<file path="config.mk">
export PLATFORM = sky130hd
export DESIGN_NAME = uart_irq_combiner
export DESIGN_NICKNAME = d
export VERILOG_FILES = /design/src/rtl/uirq_pkg.sv /design/src/rtl/uirq_sticky_bank.sv /design/src/rtl/uirq_level_stage.sv /design/src/rtl/uirq_mask_reg.sv /design/src/rtl/uart_irq_combiner.sv
export SDC_FILE = /design/constraint.sdc
export NUM_CORES = 1
export LEC_CHECK = 0
export ABC_AREA = 1
export BUFFER_PORTS_ARGS = -buffer_cell sky130_fd_sc_hd__buf_4
export CAP_MARGIN = 20
export CORE_MARGIN = 1.5
export CORE_UTILIZATION = 37
export CTS_CLUSTER_SIZE = 30
export DETAILED_ROUTE_END_ITERATION = 10
export PLACE_DENSITY = 0.73
export SLEW_MARGIN = 20
export SYNTH_ARGS = -nofsm -noshare
export SYNTH_HDL_FRONTEND = slang
export SYNTH_SLANG_ARGS = --single-unit
</file>
<file path="constraint.sdc">
create_clock -name clk -period 1 [get_ports clk]
set_clock_uncertainty 0.05 [all_clocks]
set_input_delay 0.2 -clock clk [delete_from_list [all_inputs] [get_ports clk]]
set_output_delay 0.2 -clock clk [all_outputs]
set_load 0.01 [all_outputs]
</file>
<file path="src/rtl/uirq_pkg.sv">
package uirq_pkg;
  localparam int unsigned NUM_SRC   = 7;
  localparam int unsigned NUM_STICK = 5;
  localparam int unsigned TX_BIT    = 5;
  localparam int unsigned RX_BIT    = 6;

  // Next value of a sticky bit group: a set pulse outranks a clear.
  function automatic logic [NUM_STICK-1:0] sticky_next(
    input logic [NUM_STICK-1:0] cur,
    input logic [NUM_STICK-1:0] set_v,
    input logic [NUM_STICK-1:0] clr_v
  );
    return (cur & ~clr_v) | set_v;
  endfunction

  // Transmit cause selection.
  function automatic logic tx_cause(input logic eot, input logic lvl, input logic idle);
    return eot ? idle : lvl;
  endfunction
endpackage

</file>
<file path="src/rtl/uirq_sticky_bank.sv">
module uirq_sticky_bank
  import uirq_pkg::*;
(
  input  logic                 clk,
  input  logic                 rst_n,
  input  logic [NUM_STICK-1:0] set_v,
  input  logic [NUM_STICK-1:0] clr_v,
  output logic [NUM_STICK-1:0] q
);
  logic [NUM_STICK-1:0] nxt;
  assign nxt = sticky_next(q, set_v, clr_v);

  for (genvar i = 0; i < NUM_STICK; i++) begin : g_bit
    always_ff @(posedge clk or negedge rst_n) begin
      if (!rst_n) q[i] <= 1'b0;
      else        q[i] <= nxt[i];
    end
  end
endmodule

</file>
<file path="src/rtl/uirq_level_stage.sv">
module uirq_level_stage
  import uirq_pkg::*;
(
  input  logic clk,
  input  logic rst_n,
  input  logic rx_lvl,
  input  logic tx_lvl,
  input  logic tx_idle,
  input  logic eot_mode,
  output logic tx_q,
  output logic rx_q
);
  logic tx_sel;
  assign tx_sel = tx_cause(eot_mode, tx_lvl, tx_idle);

  always_ff @(posedge clk or negedge rst_n) begin
    if (!rst_n) begin
      tx_q <= 1'b0;
      rx_q <= 1'b0;
    end else begin
      tx_q <= tx_sel;
      rx_q <= rx_lvl;
    end
  end
endmodule

</file>
<file path="src/rtl/uirq_mask_reg.sv">
module uirq_mask_reg
  import uirq_pkg::*;
(
  input  logic               clk,
  input  logic               rst_n,
  input  logic               we,
  input  logic [NUM_SRC-1:0] wdata,
  output logic [NUM_SRC-1:0] q
);
  always_ff @(posedge clk or negedge rst_n) begin
    if (!rst_n)  q <= '0;
    else if (we) q <= wdata;
  end
endmodule

</file>
<file path="src/rtl/uart_irq_combiner.sv">
module uart_irq_combiner
  import uirq_pkg::*;
(
  input  logic                 clk,
  input  logic                 rst_n,
  input  logic [NUM_STICK-1:0] err_evt,
  input  logic                 rx_lvl,
  input  logic                 tx_lvl,
  input  logic                 tx_idle,
  input  logic                 eot_mode,
  input  logic                 mask_we,
  input  logic [NUM_SRC-1:0]   mask_wdata,
  input  logic                 clr_we,
  input  logic [NUM_SRC-1:0]   clr_wdata,
  output logic [NUM_SRC-1:0]   raw_stat,
  output logic [NUM_SRC-1:0]   mask_q,
  output logic [NUM_SRC-1:0]   masked_stat,
  output logic                 irq
);
  // Named internal events, visible to the checker.
  logic [NUM_STICK-1:0] clr_hit;
  logic [NUM_STICK-1:0] sticky_q;
  logic                 tx_q;
  logic                 rx_q;

  assign clr_hit = clr_we ? clr_wdata[NUM_STICK-1:0] : '0;

  uirq_sticky_bank u_sticky (
    .clk   (clk),
    .rst_n (rst_n),
    .set_v (err_evt),
    .clr_v (clr_hit),
    .q     (sticky_q)
  );

  uirq_level_stage u_level (
    .clk      (clk),
    .rst_n    (rst_n),
    .rx_lvl   (rx_lvl),
    .tx_lvl   (tx_lvl),
    .tx_idle  (tx_idle),
    .eot_mode (eot_mode),
    .tx_q     (tx_q),
    .rx_q     (rx_q)
  );

  uirq_mask_reg u_mask (
    .clk   (clk),
    .rst_n (rst_n),
    .we    (mask_we),
    .wdata (mask_wdata),
    .q     (mask_q)
  );

  assign raw_stat    = {rx_q, tx_q, sticky_q};
  assign masked_stat = raw_stat & mask_q;
  assign irq         = |masked_stat;
endmodule

</file>
==> key figures <==
Final layout
  – Fraction of layout cells with a size suffix above 1: 58.3%
  – Nets@finish: 168
  – Multi-input gate area: 196 um^2
  – Antenna Cells: 0
  – Filler cells: 101
  – Area Overhead vs Synth: 107%
  – Flip-flop and latch area: 350 um^2

Global routing
  – First-pass GRT wire length: 2970 um
  – Largest net degree at the start of global routing: 15
  – Number of global-route vias before repair: 683
  – All-Layer GR Usage: 21.7%
  – Initial antenna violation count: 0
  – Gr ovfl total: 0

Worst hold path
  – Hold crit path type: in -> reg
  – HP Start: err_evt[1]

Routing
  – Routed length per placed instance: 12.4 um
  – DR iter-0 viols: 5
  – Avg Vias per Cell: 4.45
  – Routed WL: 1930 um
  – DRT antenna net count: 0
  – Via count: 690
  – DR pass1 iterations: 3
  – Drt drc: 0

Flow run
  – Max-cap viol count: 0

Floorplanning
  – Die Ht: 43.9 um
  – Core ar.: 1540 um^2
  – Initial Util: 40.2%
  – Site Rows: 14
  – Die area: 1930 um^2
  – I/O pin total: 49
  – Die Span X: 43.9 um

Run status
  – Failing checks: negative setup slack
  – Run status: complete, but fails checks

Synthesis
  – Syn Nets: 98
  – Count leader, synth: nand2_1
  – Top cell type's share of synthesized area: 56.6%
  – Syn Area/Cell: 8.72 um^2
  – Cell taking the most area after synthesis: dfrtp_1
  – Ys Warns: 0
  – Asr flop ratio synth: 100%
  – Share of the yosys chip area belonging to registers: 56.6%
  – Seq cells post-synth: 14
  – Synthesized area: 619 um^2
  – Commonest cells in the netlist: 24 x nand2_1, 15 x inv_1, 14 x dfrtp_1, 5 x a21o_1, 5 x o21ai_0
  – Number of flops mapped to enable cells by yosys: 0
  – Dominant synthesized flop cell: dfrtp_1
  – Netlist cell types: 9
  – Mapped Cells: 71
  – Area contributors post-synth: dfrtp_1 57%, nand2_1 15%, inv_1 9.1%

Clock tree
  – Worst-case clock buffer depth: 2
  – Sink Count: 14
  – Clock slew at reported path FFs: 0.08 ns
  – CTS tree: yes
  – Skew-Pair Late Insertion Delay: 0.28 ns
  – Clock root cell: clkbuf_4
  – H-tree levels: 1
  – Num CTS Buffers: 3

Power
  – Pwr per Cell Area: 1180 nW/um^2
  – Tot Pwr: 1.51 mW
  – Leak pwr: 0.717 nW
  – VDD IR max: 1020 uV

Timing
  – Worst slew pin tran: 0.184 ns
  – Final Hold Fails: 0
  – Rel. slew slack: 87.8%
  – Hold slack: 0.0394 ns
  – Final setup violation count: 22
  – Final Max Tran Viols: 0
  – Setup slack after layout: -0.380 ns
  – Final period utilization: 138%
  – Fmax achieved: 725 MHz
  – Unrepaired setup endpoints after global routing: true
  – Min cycle time layout: 1.38 ns

Setup path
  – Largest stage delay, worst path: 0.42 ns
  – CP endpoint kind: output pin
  – R2R Path Start: u_sticky.q[4]$_DFF_PN0_
  – Crit path from: u_sticky.q[1]$_DFF_PN0_
  – WS Path Type: reg -> out
  – Critical path peak fanout: 2
  – Most frequent CP cell: nand2_1
  – Req. time, crit path: 0.75 ns
  – Slowest cell on the critical path: dfrtp_1
  – Setup crit start kind: flip-flop
  – Cell Chain, Critical Path: nand2_2 > nand2_1 > nor2_1 > nand2_1 > buf_6
  – CP arrival: 1.13 ns
  – Reg2Reg Setup Slack: 0.03 ns

Placed design
  – Detailed placement HPWL: 1200 um
  – GPL Wtd Cong: 0.640
  – Port bufs: 46
-- kinds of logic after synthesis --
group | after synthesis | synth area share, %
AOI/OAI and AO/OA | 13 | 14.3
and+or+nand+nor | 26 | 15.8
DFF | 14 | 56.6
buffers and inverters | 18 | 13.3
-- cell type report --
type                       instances  area share [%]
timing repair buffer              68            49.6
sequential                        14            27.3
multi-input combinational         39            15.3
inverter                          15            4.39
clock buffer                       3            1.76
tap                               16            1.56
-- routing by layer --
metal / up-vias / GRT usage, % / part of all wire [%]
met2: 30 / 38.5 / 54
met4: 0 / 12.7 / 2.3
li1: 347 / - / -
met3: 4 / 3.75 / 6.3
met1: 309 / 23.9 / 37
met5: - / 0 / 0
-- worst paths after layout --
path / endpoint / cells past startpoint
setup / recovery: irq / 5
hold / removal: u_sticky.q[1]$_DFF_PN0_ / 2
setup reg to reg: u_sticky.q[4]$_DFF_PN0_ / 3
hold reg to reg: u_sticky.q[0]$_DFF_PN0_ / 2
max in group asynchronous: u_level.tx_q$_DFF_PN0_ / 2
min in group asynchronous: u_sticky.q[3]$_DFF_PN0_ / 2
-- critical path: cells and delay by family, from the launching register on --
| kind | cells | cell delay [ns] |
|---|---|---|
| flops | 1 | 0.42 |
| buf+inv | 1 | 0.12 |
| simple gates | 4 | 0.30 |
-- metrics by stage --
| step | setup TNS, ns | instance area, um^2 | setup slack, ns | instances | util (%) |
|---|---|---|---|---|---|
| finish | -4.57 | 1280 | -0.380 | 155 | 83.1 |
| CTS | -4.27 | 1230 | -0.337 | 154 | 80.0 |
| global placement | -0.0342 | 1070 | -0.0342 | 145 | 69.5 |
| detailed placement | -0.0418 | 1070 | -0.0418 | 145 | 69.5 |
| global route | -5.29 | 1280 | -0.457 | 155 | 83.1 |
| floorplan | 0 | 619 | 0.0182 | 71 | - |
-- registers in the layout, indices dropped and copies added, names as in the netlist --
name          count
u_mask.q          7
u_sticky.q        5
u_level.rx_q      1
u_level.tx_q      1
-- what timing repair did --
action	in CTS	in global routing
setup endpoints to repair	22	22
pin swaps	8	3
hold endpoints to repair	15	0
hold buffers	2	0
gates resized for setup	28	18
setup buffers	5	7
-- report_power, final --
part	internal [mW]	total [mW]	leakage [nW]	switching, mW
clock network	0.140	0.321	0.0138	0.181
logic	0.338	0.545	0.544	0.207
registers	0.610	0.644	0.159	0.0340
-- cells in the final DEF (no fill, tap or decap) --
cell type / n
a21o_1: 5
buf_4: 34
buf_6: 32
clkbuf_4: 3
dfrtp_1: 14
dlygate4sd3_1: 2
inv_1: 10
inv_2: 5
nand2_1: 20
nand2_2: 4
nor2_1: 2
o21ai_0: 5
o21ai_2: 3
Note: power is estimated with default switching activity, not from simulation.
